--- src/rtl/rsp_pkg.sv ---
package rsp_pkg;
  typedef enum logic [1:0] {
    OP_LOOKUP = 2'd0,
    OP_ENGRD  = 2'd1,
    OP_SRAMRD = 2'd2,
    OP_SRAMWR = 2'd3
  } opKind_e;

  // Strobes handed from control to datapath for one response slot
  typedef struct packed {
    logic useIdx;
    logic ceOe;
    logic we;
    logic match;
    logic lkValid;
    logic rdAck;
  } strobe_t;
endpackage

--- src/rtl/rsp_ctrl.sv ---
module rsp_ctrl
  import rsp_pkg::*;
(
  input  logic       clk,
  input  logic       rst,
  input  logic       cfgWe,
  input  logic       cfgEnable,
  input  logic       cfgIdxToSram,
  input  logic       reqValid,
  input  logic [1:0] reqOp,
  input  logic       reqHit,
  output strobe_t    stb,
  output logic       enBit
);
  logic enReg;
  logic modeReg;

  always_ff @(posedge clk) begin
    if (rst) begin
      enReg   <= 1'b0;
      modeReg <= 1'b0;
    end else if (cfgWe) begin
      enReg   <= cfgEnable;
      modeReg <= cfgIdxToSram;
    end
  end

  always_comb begin
    stb = '0;
    if (reqValid) begin
      unique case (opKind_e'(reqOp))
        OP_LOOKUP: begin
          stb.useIdx  = 1'b1;
          stb.ceOe    = modeReg;
          stb.lkValid = 1'b1;
          stb.match   = reqHit;
        end
        OP_ENGRD: begin
          stb.rdAck = 1'b1;
        end
        OP_SRAMRD: begin
          stb.useIdx = 1'b1;
          stb.ceOe   = 1'b1;
          stb.rdAck  = 1'b1;
        end
        OP_SRAMWR: begin
          stb.useIdx = 1'b1;
          stb.ceOe   = 1'b1;
          stb.we     = 1'b1;
        end
        default: stb = '0;
      endcase
    end
  end

  assign enBit = enReg;
endmodule

--- src/rtl/rsp_datapath.sv ---
module rsp_datapath
  import rsp_pkg::*;
#(
  parameter int IDX_W    = 15,
  parameter int PIPE_LAT = 2,
  parameter int SRAM_LAT = 2
) (
  input  logic             clk,
  input  logic             rst,
  input  strobe_t          stbIn,
  input  logic [IDX_W-1:0] idxIn,
  input  logic             enBit,
  output logic [IDX_W-1:0] idxOut,
  output logic             ceOe,
  output logic             we,
  output logic             matchAck,
  output logic             lookupValid,
  output logic             readAck,
  output logic             drive
);
  localparam int LAST = PIPE_LAT - 1;

  strobe_t          stStb [PIPE_LAT];
  logic [IDX_W-1:0] stIdx [PIPE_LAT];
  logic [SRAM_LAT-1:0] ackSh;

  for (genvar s = 0; s < PIPE_LAT; s++) begin : g_stage
    always_ff @(posedge clk) begin
      if (rst) begin
        stStb[s] <= '0;
        stIdx[s] <= '0;
      end else if (s == 0) begin
        stStb[s] <= stbIn;
        stIdx[s] <= stbIn.useIdx ? idxIn : '0;
      end else begin
        stStb[s] <= stStb[(s == 0) ? 0 : s-1];
        stIdx[s] <= stIdx[(s == 0) ? 0 : s-1];
      end
    end
  end

  if (SRAM_LAT == 1) begin : g_ack1
    always_ff @(posedge clk) begin
      if (rst) ackSh <= '0;
      else     ackSh <= stStb[LAST].rdAck;
    end
  end else begin : g_ackN
    always_ff @(posedge clk) begin
      if (rst) ackSh <= '0;
      else     ackSh <= {ackSh[SRAM_LAT-2:0], stStb[LAST].rdAck};
    end
  end

  assign drive       = enBit;
  assign idxOut      = enBit ? stIdx[LAST] : '0;
  assign ceOe        = enBit & stStb[LAST].ceOe;
  assign we          = enBit & stStb[LAST].we;
  assign matchAck    = enBit & stStb[LAST].match;
  assign lookupValid = enBit & stStb[LAST].lkValid;
  assign readAck     = enBit & ackSh[SRAM_LAT-1];
endmodule

--- src/rtl/rsp_driver.sv ---
module rsp_driver
  import rsp_pkg::*;
#(
  parameter int IDX_W    = 15,
  parameter int PIPE_LAT = 2,
  parameter int SRAM_LAT = 2
) (
  input  logic             clk,
  input  logic             rst,
  input  logic             cfgWe,
  input  logic             cfgEnable,
  input  logic             cfgIdxToSram,
  input  logic             reqValid,
  input  logic [1:0]       reqOp,
  input  logic [IDX_W-1:0] reqIdx,
  input  logic             reqHit,
  output logic [IDX_W-1:0] idxBus,
  output logic             ceOe,
  output logic             we,
  output logic             matchAck,
  output logic             lookupValid,
  output logic             readAck,
  output logic             rspDrive
);
  strobe_t stb;
  logic    enBit;

  rsp_ctrl u_ctrl (
    .clk(clk), .rst(rst), .cfgWe(cfgWe), .cfgEnable(cfgEnable),
    .cfgIdxToSram(cfgIdxToSram), .reqValid(reqValid), .reqOp(reqOp),
    .reqHit(reqHit), .stb(stb), .enBit(enBit)
  );

  rsp_datapath #(.IDX_W(IDX_W), .PIPE_LAT(PIPE_LAT), .SRAM_LAT(SRAM_LAT)) u_dp (
    .clk(clk), .rst(rst), .stbIn(stb), .idxIn(reqIdx), .enBit(enBit),
    .idxOut(idxBus), .ceOe(ceOe), .we(we), .matchAck(matchAck),
    .lookupValid(lookupValid), .readAck(readAck), .drive(rspDrive)
  );
endmodule

--- config.mk ---
export PLATFORM = sky130hd
export DESIGN_NAME = rsp_driver
export DESIGN_NICKNAME = d
export VERILOG_FILES = /design/src/rtl/rsp_pkg.sv /design/src/rtl/rsp_ctrl.sv /design/src/rtl/rsp_datapath.sv /design/src/rtl/rsp_driver.sv
export SDC_FILE = /design/constraint.sdc
export NUM_CORES = 1
export LEC_CHECK = 0
export BUFFER_PORTS_ARGS = -buffer_cell sky130_fd_sc_hd__buf_2
export CAP_MARGIN = 20
export CORE_MARGIN = 1.5
export CORE_UTILIZATION = 45
export CTS_BUF_LIST = sky130_fd_sc_hd__clkbuf_2 sky130_fd_sc_hd__clkbuf_4 sky130_fd_sc_hd__clkbuf_8
export CTS_CLUSTER_DIAMETER = 150
export DETAILED_ROUTE_END_ITERATION = 16
export MAX_ROUTING_LAYER = met4
export PLACE_DENSITY = 0.76
export SYNTH_ARGS = -nofsm -noshare
export SYNTH_HDL_FRONTEND = slang
export SYNTH_SLANG_ARGS = --single-unit
--- constraint.sdc ---
create_clock -name clk -period 2.35 [get_ports clk]
set_input_delay 0.47 -clock clk [delete_from_list [all_inputs] [get_ports clk]]
set_output_delay 0.47 -clock clk [all_outputs]
set_load 0.01 [all_outputs]
==> out/results.md <==
| Step | Item | Reported |
|---|---|---|
| finish | Finished Layout Cells | 214 |
| routing | Vias per cell | 4.13 |
| timing | Hold Vio Cnt, Final | 0 |
| synthesis | Gate count after technology mapping | 124 |
| global routing | Antenna violations before repair | 0 |
| routing | Uppermost signal routing layer after detailed routing | met4 |
| critical path | Kind of cell adding the most delay to the critical path | flip-flops |
| clocking | Root buf cell | sky130_fd_sc_hd__clkbuf_4 |
| global routing | Global-route wire length before repair | 3260 um |
| critical path | Data arrival time of the critical path | 1320 ps |
| synthesis | Mapped Avg Cell Area | 11.4 um^2 |
| timing | Maximum clock rate | 558 MHz |
| routing | DR WL/cell | 9.35 um |
| die | Initial standard-cell utilization of the core | 46.8% |
| routing | Final Routed Wirelength | 2000 um |
| synthesis | Share of the synthesized area in the top cell type | 62.1% |
| die | Boundary pin count | 45 |
| routing | Routed length on met2 | 1070 um |
| timing | Portion of the clock cycle consumed by the worst path in the final layout | 76.2% |
| hold path | Hold crit path type | input pin to flip-flop |
| clocking | Clock insertion delay at the later pin of the skew report | 340 ps |
| die | Row cnt | 20 |
| power and ir drop | Total power per unit cell area | 681 mW/mm^2 |
| synthesis | Sequential-to-total area share from yosys stat | 62.1% |
| synthesis | Largest area contributor in the netlist | sky130_fd_sc_hd__dfxtp_1 |
| timing | Hold slack final | 320 ps |
| clocking | Reg clk slew, reported paths | 110 ps |
| global routing | Overflow after GRT | 0 |
| die | Die width | 59.1 um |
| critical path | CP Buf/Inv Count | 1 |
| timing | Final Max Tran Viols | 0 |
| finish | Area grow syn2layout | 20.9% |
| die | Core region area | 0.00303 mm^2 |
| finish | Number of antenna cells inserted | 0 |
| critical path | Classification of the worst setup path | flip-flop to primary output |
| timing | Total setup violations reported at the end of the flow | 0 |
| critical path | Critical Path Start Type | flip-flop |
| critical path | Critical-path cell list | and2_1 > buf_2 |
| clocking | CTS buffer count | 5 |
| timing | Post-route minimum period | 1790 ps |
| synthesis | Synthesized net count | 152 |
| critical path | Nature of the critical path endpoint | primary output |
| synthesis | Synth Register Bits | 44 |
| clocking | Bufs on Longest Clock Path | 2 |
| synthesis | Synth warn | 0 |
| synthesis | Area contributors post-synth | sky130_fd_sc_hd__dfxtp_1 62%, sky130_fd_sc_hd__and2_1 17%, sky130_fd_sc_hd__nor2b_1 9.7%, sky130_fd_sc_hd__ha_1 3.5%, sky130_fd_sc_hd__mux2i_1 1.4% |
| routing | Met3 wire length | 129 um |
| clocking | CTS sink count | 44 |
| clocking | Number of buffers inserted for hold repair after clock tree synthesis | 0 |
| routing | Total via count in the routed design | 883 |
| routing | Number of nets with antenna violations after detailed routing | 0 |
| global routing | Global-route usage over all layers | 13.6% |
| timing | Worst clock skew | 5.91 ps |
| die | Vertical die dimension | 59.1 um |
| clocking | Count of H-tree levels built during CTS | 2 |
| die | Full die area | 0.00350 mm^2 |
| timing | Tightest slew margin relative to the limit | 67.3% |
| global routing | Vias in the first global route | 788 |
| global routing | Maximum number of pins on one net before global-route repair | 27 |
| placement | # port buffers | 44 |
| finish | Nets | 198 |
| critical path | Largest incremental delay on the critical path | 640 ps |
| critical path | Maximum fanout count along the critical path | 22 |
| finish | Layout cell share with drive strength beyond 1 | 30.6% |
| critical path | Req. time, crit path | 1880 ps |
| routing | Number of optimization iterations in the first detailed-route pass | 4 |
| timing | Worst slew pin tran | 489 ps |
| placement | # placed instances | 207 |
| routing | # DRC | 0 |
| job | Max-capacitance violation count | 0 |
| run status | Result of the run | finished, final reports clean |
| critical path | CP max-delay cell | sky130_fd_sc_hd__dfxtp_1 |
| clocking | Number of setup buffers added after CTS | 0 |
| synthesis | Post-synthesis cell type count | 14 |
| routing | Wire length the detailed router placed on met1 | 774 um |
| routing | First DRT Iteration DRCs | 12 |
| synthesis | Syn Std Cell Area | 0.00142 mm^2 |
| clocking | Post-CTS resize count | 0 |
| timing | Sum Neg Setup Slack | 0 ps |
| placement | Weighted congestion reported at the end of routability-driven placement | 0.652 |
| timing | Unrepaired setup endpoints after global routing | false |
| clocking | Clock tree from TritonCTS | done |
| power and ir drop | Static leakage | 0.838 nW |
| power and ir drop | Worst IR drop on VDD | 335 uV |
## report_power, final
part           switching, mW  internal, mW
clock                  0.208         0.122
combinational         0.0278        0.0342
sequential           0.00813         0.768
## worst reg2reg max path, stage by stage, from the launching register on
cell and delay (ps):
sky130_fd_sc_hd__dfxtp_1 640, sky130_fd_sc_hd__mux2i_1 140, sky130_fd_sc_hd__nor2_1 110
## cells in the final DEF (no fill, tap or decap), drive strengths merged
| master | n |
|---|---|
| dfxtp | 44 |
| a211oi | 1 |
| clkbuf | 6 |
| nor2 | 2 |
| clkinv | 1 |
| nor3b | 1 |
| buf | 44 |
| and2b | 2 |
| and2 | 38 |
| inv | 2 |
| ha | 4 |
| and3 | 1 |
| nor2b | 22 |
| mux2i | 2 |
## per-layer routing
layer	vias to the layer above	GRT usage [%]
li1	467	-
met1	385	14.0
met2	27	20.6
met3	4	7.21
met4	0	7.79
met5	-	-
## state kept, by name (all words and copies together), names as in the netlist
| register | cells |
|---|---|
| u_dp.stStb | 10 |
| u_ctrl.modeReg | 1 |
| u_ctrl.enBit | 1 |
| u_dp.stIdx | 30 |
| u_dp.ackSh | 2 |
## stage by stage
step / cell area [um^2] / setup slack [ps] / util [%] / power (mW)
2_1_floorplan: 1420 / 1080 / - / 0.827
3_3_place_gp: 1660 / 845 / 55.0 / 0.853
3_5_place_dp: 1660 / 791 / 55.0 / 0.857
4_1_cts: 1710 / 485 / 56.6 / 1.19
5_1_grt: 1710 / 366 / 56.6 / 1.23
6_report: 1710 / 559 / 56.6 / 1.17
## Yosys cell counts (all sizes together)
master	number
ha	4
nor2	2
nor3b	1
mux2i	2
a211oi	1
nor2b	22
and3	1
inv	2
and2b	2
buf	3
dfxtp	44
clkbuf	2
and2	38
## final timing paths
path                                 from                           end  slack (ps)  depth (start not counted)
min reg2reg  u_dp.stIdx[0][11]$_SDFF_PP0_  u_dp.stIdx[1][11]$_SDFF_PP0_         440                          1
max             u_ctrl.enBit$_SDFFE_PP0P_                    idxBus[10]         560                          2
max reg2reg     u_ctrl.enBit$_SDFFE_PP0P_     u_ctrl.enBit$_SDFFE_PP0P_        1400                          2
min                             reqIdx[4]   u_dp.stIdx[0][4]$_SDFF_PP0_         320                          2
## layout make-up
cell class                      instances  area (um^2)
Tap cell                               44         55.1
Multi-Input combinational cell         73          500
Clock inverter                          1         5.00
Fill cell                             252         1310
Timing Repair Buffer                   44          220
Sequential cell                        44          881
Inverter                                2         7.51
Clock buffer                            6         45.0
## cell families (layout without fill, tap and decap cells)
kind of cell | Yosys count | after routing | share of synthesized area, %
flip-flops | 44 | 44 | 62.1
buffers and inverters | 7 | 53 | 2.56
adder cells (fa/ha/maj) | 4 | 4 | 3.53
multiplexers | 2 | 2 | 1.41
AO/OA/AOI/OAI | 1 | 1 | 0.530
AND/OR/NAND/NOR | 66 | 66 | 29.8
Power figures use the tool's default switching activity.
